<file path="config.mk">
export PLATFORM = sky130hd
export DESIGN_NAME = stop_wake_irq_seq
export DESIGN_NICKNAME = d
export VERILOG_FILES = /design/src/rtl/stop_wake_irq_seq.sv
export SDC_FILE = /design/constraint.sdc
export NUM_CORES = 1
export LEC_CHECK = 0
export BUFFER_PORTS_ARGS = -buffer_cell sky130_fd_sc_hd__buf_2
export CAP_MARGIN = 5
export CORE_MARGIN = 1.5
export CORE_UTILIZATION = 40
export CTS_CLUSTER_DIAMETER = 200
export DETAILED_ROUTE_END_ITERATION = 10
export GPL_TIMING_DRIVEN = 0
export PLACE_DENSITY = 0.66
export SLEW_MARGIN = 20
export SYNTH_ARGS = -nofsm -noshare
export SYNTH_HDL_FRONTEND = slang
export SYNTH_SLANG_ARGS = --single-unit
</file>
<file path="constraint.sdc">
create_clock -name clk -period 8.3 [get_ports clk]
set_clock_uncertainty 0.05 [all_clocks]
set_input_delay 1.66 -clock clk [delete_from_list [all_inputs] [get_ports clk]]
set_output_delay 1.66 -clock clk [all_outputs]
set_load 0.005 [all_outputs]
</file>
<file path="src/rtl/stop_wake_irq_seq.sv">
module stop_wake_irq_seq #(
  parameter int AW = 20,
  parameter int DW = 16,
  parameter int NW = 6,
  parameter int LW = 3,
  parameter int LVL_LSB = 8,
  parameter int START_CYCLES = 8,
  parameter logic [19:0] VEC_BASE = 20'hF0000,
  parameter logic [15:0] SP_RESET = 16'h0800,
  parameter int I_BIT = 6,
  parameter int D_BIT = 1,
  parameter int U_BIT = 7
) (
  input  logic          clk,
  input  logic          rst_n,
  input  logic          stop_set,
  input  logic          div_full,
  input  logic          sub_clk_sel,
  input  logic          irq_req,
  input  logic          swi_req,
  input  logic [5:0]    swi_num,
  input  logic [11:0]   flg_in,
  input  logic [19:0]   pc_in,
  output logic [19:0]   bus_addr,
  output logic          bus_rd,
  output logic          bus_wr,
  input  logic [15:0]   bus_rdata,
  output logic [15:0]   bus_wdata,
  output logic          stop_q,
  output logic          bclk_div8,
  output logic          irq_clr,
  output logic [5:0]    irq_clr_num,
  output logic          flg_we,
  output logic [11:0]   flg_out,
  output logic [15:0]   sp,
  output logic [2:0]    ipl,
  output logic [19:0]   pc_new,
  output logic          done
);
  localparam int HW = AW - DW;
  localparam int FW = DW - HW;
  localparam int CW = $clog2(START_CYCLES + 1);

  typedef enum logic [3:0] {
    S_RUN, S_STOP, S_OSC, S_INFO, S_WFLG, S_WPC, S_VLO, S_VHI, S_DONE
  } state_t;

  state_t        st;
  logic [CW-1:0] cnt;
  logic [FW-1:0] tmp;
  logic [AW-1:0] pc_q;
  logic [NW-1:0] num_q;
  logic [LW-1:0] lvl_q;
  logic          hw_q;
  logic [DW-1:0] vlo;
  logic          tracking;
  logic          keep_u;
  logic [AW-1:0] vec;
  logic [AW-1:0] stk;

  assign tracking = (st == S_RUN) || (st == S_STOP) || (st == S_OSC);
  assign keep_u   = !hw_q && (num_q >= NW'(32));
  assign vec      = VEC_BASE + {{(AW-NW-2){1'b0}}, num_q, 2'b00};
  assign stk      = {{HW{1'b0}}, sp};

  always_ff @(posedge clk) begin
    if (!rst_n) begin
      st        <= S_RUN;
      cnt       <= '0;
      tmp       <= '0;
      pc_q      <= '0;
      num_q     <= '0;
      lvl_q     <= '0;
      hw_q      <= 1'b0;
      vlo       <= '0;
      sp        <= SP_RESET;
      ipl       <= '0;
      pc_new    <= '0;
      bclk_div8 <= 1'b1;
    end else begin
      if (tracking) begin
        tmp  <= flg_in;
        pc_q <= pc_in;
      end
      if (div_full) bclk_div8 <= 1'b0;
      case (st)
        S_RUN: begin
          if (irq_req) begin
            st   <= S_INFO;
            hw_q <= 1'b1;
          end else if (swi_req) begin
            st    <= S_WFLG;
            hw_q  <= 1'b0;
            num_q <= swi_num;
          end else if (stop_set) begin
            st <= S_STOP;
          end
        end
        S_STOP: begin
          if (irq_req) begin
            hw_q <= 1'b1;
            cnt  <= '0;
            if (sub_clk_sel) begin
              st <= S_INFO;
            end else begin
              st        <= S_OSC;
              bclk_div8 <= 1'b1;
            end
          end
        end
        S_OSC: begin
          if (cnt == CW'(START_CYCLES - 1)) st <= S_INFO;
          else cnt <= cnt + 1'b1;
        end
        S_INFO: begin
          num_q <= bus_rdata[NW-1:0];
          lvl_q <= bus_rdata[LVL_LSB +: LW];
          st    <= S_WFLG;
        end
        S_WFLG: st <= S_WPC;
        S_WPC:  st <= S_VLO;
        S_VLO: begin
          vlo <= bus_rdata;
          st  <= S_VHI;
        end
        S_VHI: begin
          pc_new <= {bus_rdata[HW-1:0], vlo};
          sp     <= sp - DW'(4);
          if (hw_q) ipl <= lvl_q;
          st     <= S_DONE;
        end
        default: st <= S_RUN;
      endcase
    end
  end

  assign stop_q      = (st == S_STOP);
  assign bus_rd      = (st == S_INFO) || (st == S_VLO) || (st == S_VHI);
  assign bus_wr      = (st == S_WFLG) || (st == S_WPC);
  assign done        = (st == S_DONE);
  assign irq_clr     = (st == S_WFLG) && hw_q;
  assign irq_clr_num = num_q;
  assign flg_we      = (st == S_WFLG);

  always_comb begin
    flg_out        = tmp;
    flg_out[I_BIT] = 1'b0;
    flg_out[D_BIT] = 1'b0;
    if (!keep_u) flg_out[U_BIT] = 1'b0;
  end

  always_comb begin
    bus_addr  = '0;
    bus_wdata = '0;
    case (st)
      S_WFLG: begin
        bus_addr  = stk - AW'(2);
        bus_wdata = {pc_q[AW-1:DW], tmp};
      end
      S_WPC: begin
        bus_addr  = stk - AW'(4);
        bus_wdata = pc_q[DW-1:0];
      end
      S_VLO:   bus_addr = vec;
      S_VHI:   bus_addr = vec + AW'(2);
      default: bus_addr = '0;
    endcase
  end

  assert_quiet_stop_R1: assert property (@(posedge clk) disable iff (!rst_n)
    stop_q |-> (!bus_rd && !bus_wr));
  assert_stop_entry_R1: assert property (@(posedge clk) disable iff (!rst_n)
    $rose(stop_q) |-> $past(stop_set));
  assert_wake_R2: assert property (@(posedge clk) disable iff (!rst_n)
    (stop_q && irq_req) |=> !stop_q);
  assert_strobe_excl_R4: assert property (@(posedge clk) disable iff (!rst_n)
    !(bus_rd && bus_wr));
  assert_stack_order_R7: assert property (@(posedge clk) disable iff (!rst_n)
    (bus_wr && $past(bus_wr)) |-> (bus_addr == $past(bus_addr) - AW'(2)));
  assert_vec_pair_R8: assert property (@(posedge clk) disable iff (!rst_n)
    done |-> ($past(bus_rd) && $past(bus_rd, 2)));
  assert_done_pulse_R9: assert property (@(posedge clk) disable iff (!rst_n)
    done |=> !done);
  assert_sp_step_R9: assert property (@(posedge clk) disable iff (!rst_n)
    $rose(done) |-> (sp == $past(sp) - DW'(4)));
endmodule

</file>
==> results_tabular.tex <==
\begin{tabular}{lr}
\hline
Metric & Value \\
\hline
\multicolumn{2}{l}{\textbf{Timing}} \\
Max-slew violations & 0 \\
Worst hold slack & 407 ps \\
Maximum clock rate & 223 MHz \\
RSZ-0062 raised after global routing & false \\
Worst relative slew slack & 0.478 \\
Number of hold-slack violations in the final timing report & 0 \\
Worst-Margin Slew & 783 ps \\
Post-layout min period & 4490 ps \\
Setup violations, final & 0 \\
Least setup slack across all paths after layout & 3810 ps \\
Share of the clock period used by the worst path & 0.541 \\
Summed negative setup slack over all endpoints & 0 ps \\
\multicolumn{2}{l}{\textbf{Final layout}} \\
Antenna diode instance count & 0 \\
Share of post-route cells with drive strength above 1 & 0.266 \\
Filler-free cell count of the finished design & 900 \\
Nets & 818 \\
Area growth, synth to finish & 27.4\% \\
\multicolumn{2}{l}{\textbf{Synthesis}} \\
Post-synthesis register bit count & 104 \\
Number of different library cells in the post-synthesis netlist & 48 \\
Asr flop ratio synth & 0 \\
Most area-consuming cells after synthesis & sky130\_fd\_sc\_hd\_\_dfxtp\_1 (45\%), sky130\_fd\_sc\_hd\_\_nand2\_1 (12\%), sky130\_fd\_sc\_hd\_\_a21oi\_1 (9.8\%) \\
Most common cell in the synthesized netlist & sky130\_fd\_sc\_hd\_\_nand2\_1 \\
Library cell with the largest summed area after synthesis & sky130\_fd\_sc\_hd\_\_dfxtp\_1 \\
Synthesis warning total & 0 \\
Leading cell types by count after synthesis & sky130\_fd\_sc\_hd\_\_nand2\_1 (147), sky130\_fd\_sc\_hd\_\_dfxtp\_1 (104), sky130\_fd\_sc\_hd\_\_a21oi\_1 (90) \\
Share of the synthesized area in the top cell type & 0.453 \\
Per-instance average area after synthesis & 7.86 sq um \\
Number of synthesized flops with an enable pin & 0 \\
Dominant register cell in the synthesized netlist & sky130\_fd\_sc\_hd\_\_dfxtp\_1 \\
Netlist area before placement & 4600 sq um \\
Cells after Synth & 585 \\
Sequential cell area fraction in the yosys report & 0.453 \\
\multicolumn{2}{l}{\textbf{Global route}} \\
Largest net degree at the start of global routing & 18 \\
Global-route track usage on met3 & 0.0429 \\
Via count of the first global-routing pass & 4219 \\
GR Overflow Total & 0 \\
GRT Overall Usage & 0.220 \\
Wire length of the first global-routing pass & 20500 microns \\
Met1 track demand over resource in global routing & 0.281 \\
Met2 global-route usage & 0.372 \\
Initial antenna violation count & 0 \\
Most used routing layer in global routing & met2 \\
\multicolumn{2}{l}{\textbf{Setup path}} \\
Data arrival time of the critical path & 2780 ps \\
CP top delay family & simple AND/OR/NAND/NOR gates \\
Critical path's slowest cell & sky130\_fd\_sc\_hd\_\_or3\_2 \\
Critical-path maximum fanout & 10 \\
Largest stage delay on the critical path & 440 ps \\
Critical path startpoint category & flop \\
Most Frequent Cell on Critical Path & sky130\_fd\_sc\_hd\_\_buf\_6 \\
Critical Path Sink Type & output port \\
Crit path buf inv count & 4 \\
CP cell instances & inv\_1 -> ha\_1 -> or3b\_1 -> buf\_6 -> or3\_4 -> buf\_6 -> or3\_2 -> a21oi\_1 -> buf\_2 \\
Register-to-Register Setup Slack & 5830 ps \\
Kind of critical path & reg -> out \\
Worst path required time & 6590 ps \\
\multicolumn{2}{l}{\textbf{Clock network}} \\
Count of instances resized after the clock tree is built & 0 \\
Number of sinks handled by clock tree synthesis & 104 \\
CTS tree & yes \\
Clock transition time at the flip-flop clock pins of the worst setup and hold paths & 70 ps \\
Post-CTS Setup Inserts & 0 \\
Number of H-tree branching levels & 3 \\
Number of buffers created by CTS & 9 \\
Root Driver & sky130\_fd\_sc\_hd\_\_clkbuf\_16 \\
Total of hold buffers inserted after clock tree synthesis & 0 \\
Max Root-Sink Buffers & 2 \\
Clock latency at the later pin of the worst-skew pair & 340 ps \\
\multicolumn{2}{l}{\textbf{Die}} \\
Die area & 12100 sq um \\
Standard cell core area & 11000 sq um \\
Number of rows in the core area & 38 \\
Starting utilization of the core area & 0.417 \\
DIE WIDTH & 110 microns \\
Height of the die & 110 microns \\
IO Count & 161 \\
\multicolumn{2}{l}{\textbf{Status}} \\
Status & complete, no violations \\
\multicolumn{2}{l}{\textbf{Placement}} \\
GPL Wtd Cong & 0.908 \\
Number of buffers inserted by port buffering & 155 \\
\# placed instances & 884 \\
Placed wire-length estimate after detailed placement & 10100 microns \\
Setup slack at placement & 4190 ps \\
\multicolumn{2}{l}{\textbf{Route}} \\
Routed WL per cell & 14.9 microns \\
Routed Antenna Nets & 0 \\
Vias per cell & 5.11 \\
DRC violation count after routing & 0 \\
Length of the first detailed-routing pass in iterations & 4 \\
Via Count & 4602 \\
Wirelength, routed & 13400 microns \\
Number of design-rule violations left by the first detailed-router iteration & 253 \\
\multicolumn{2}{l}{\textbf{Power}} \\
Worst IR drop on VDD & 0.0974 mV \\
Relative contribution of sequential cells to total power & 0.446 \\
Fraction of power consumed by the clock network & 0.326 \\
Internal cell power & 883 uW \\
Part of the power in combinational logic & 0.228 \\
Power per standard cell area & 219 nW/um\^{}2 \\
Leakage power summed over all cells & 0.00264 uW \\
Reported net switching power & 398 uW \\
Net switching fraction of the power & 0.311 \\
\multicolumn{2}{l}{\textbf{Worst hold path}} \\
Kind of path behind the tightest hold check & reg -> reg \\
\multicolumn{2}{l}{\textbf{Job}} \\
Number of max-cap violations & 0 \\
\hline
\end{tabular}
## registers in the layout, summed over array words and instances, names as in the netlist, 3 cells and up
register and cells:
pc_new 20, pc_q 20, vlo 16, sp 14, tmp 12, irq_clr_num 6, cnt 4, st 4
ipl 3, lvl_q 3
## placed cells by master (no fill, tap or decap), types with 7 or more instances in the layout
master,count
sky130_fd_sc_hd__buf_4,17
sky130_fd_sc_hd__clkbuf_16,9
sky130_fd_sc_hd__xnor2_1,11
sky130_fd_sc_hd__clkbuf_1,34
sky130_fd_sc_hd__dfxtp_1,104
sky130_fd_sc_hd__mux2i_1,11
sky130_fd_sc_hd__a211oi_1,9
sky130_fd_sc_hd__nor3_1,9
sky130_fd_sc_hd__a21oi_1,90
sky130_fd_sc_hd__buf_2,157
sky130_fd_sc_hd__inv_1,7
sky130_fd_sc_hd__nor2_1,44
sky130_fd_sc_hd__nand2_1,147
sky130_fd_sc_hd__o21ai_0,7
sky130_fd_sc_hd__a22o_1,16
## power groups by stage
| stage | logic [uW] | registers (uW) | clock network [uW] |
|---|---|---|---|
| 2_1_floorplan | 190 | 573 | 0 |
| 3_3_place_gp | 288 | 581 | 0 |
| 3_5_place_dp | 292 | 582 | 0 |
| 4_1_cts | 293 | 571 | 424 |
| 5_1_grt | 327 | 576 | 442 |
| 6_report | 292 | 571 | 417 |
## kinds of logic (layout without fill, tap and decap cells)
group / after synthesis / in the layout / share of synthesized area
XOR/XNOR: 17 / 17 / 0.0324
multiplexers: 11 / 11 / 0.0240
other: 1 / 5 / 0.000816
buffers and inverters: 65 / 236 / 0.0708
flip-flops: 104 / 104 / 0.453
AO/OA/AOI/OAI: 133 / 133 / 0.170
AND/OR/NAND/NOR: 252 / 252 / 0.244
adder cells (fa/ha/maj): 2 / 2 / 0.00544
## worst register-to-register path, stage by stage (launching register included)
cell,delay (ps)
sky130_fd_sc_hd__dfxtp_1,410
sky130_fd_sc_hd__inv_1,90
sky130_fd_sc_hd__ha_1,200
sky130_fd_sc_hd__or3b_1,370
sky130_fd_sc_hd__buf_6,150
sky130_fd_sc_hd__or3_4,360
sky130_fd_sc_hd__buf_6,140
sky130_fd_sc_hd__or4_1,500
sky130_fd_sc_hd__a21oi_1,140
## worst paths after layout
kind              cells past startpoint  startpoint      endpoint
setup reg to reg                      8       sp[2]        sp[14]
setup / recovery                      9       sp[2]  bus_addr[14]
hold / removal                        2  pc_new[19]    pc_new[19]
hold reg to reg                       2  pc_new[19]    pc_new[19]
## metrics by stage
stage	instance area, sq um	util	total power (uW)
2_1_floorplan	4610	-	763
3_3_place_gp	5560	0.504	868
3_5_place_dp	5560	0.504	874
4_1_cts	5850	0.531	1290
5_1_grt	5850	0.531	1340
6_report	5850	0.531	1280
## cell type report
cell class / count / area [sq um]
buffer: 57 / 295
clock buffer: 12 / 256
clock inverter: 4 / 36.3
fill: 1108 / 5180
inverter: 8 / 30.0
multi-input combinational: 420 / 2200
sequential: 104 / 2080
tap: 140 / 175
timing repair buffer: 155 / 776
## layer usage
metal  share of wire  up-vias
li1                -     2297
met1            0.44     2142
met2            0.48      147
met3           0.062       16
met4           0.014        0
met5               0        -
Note: power is estimated with default switching activity, not from simulation.
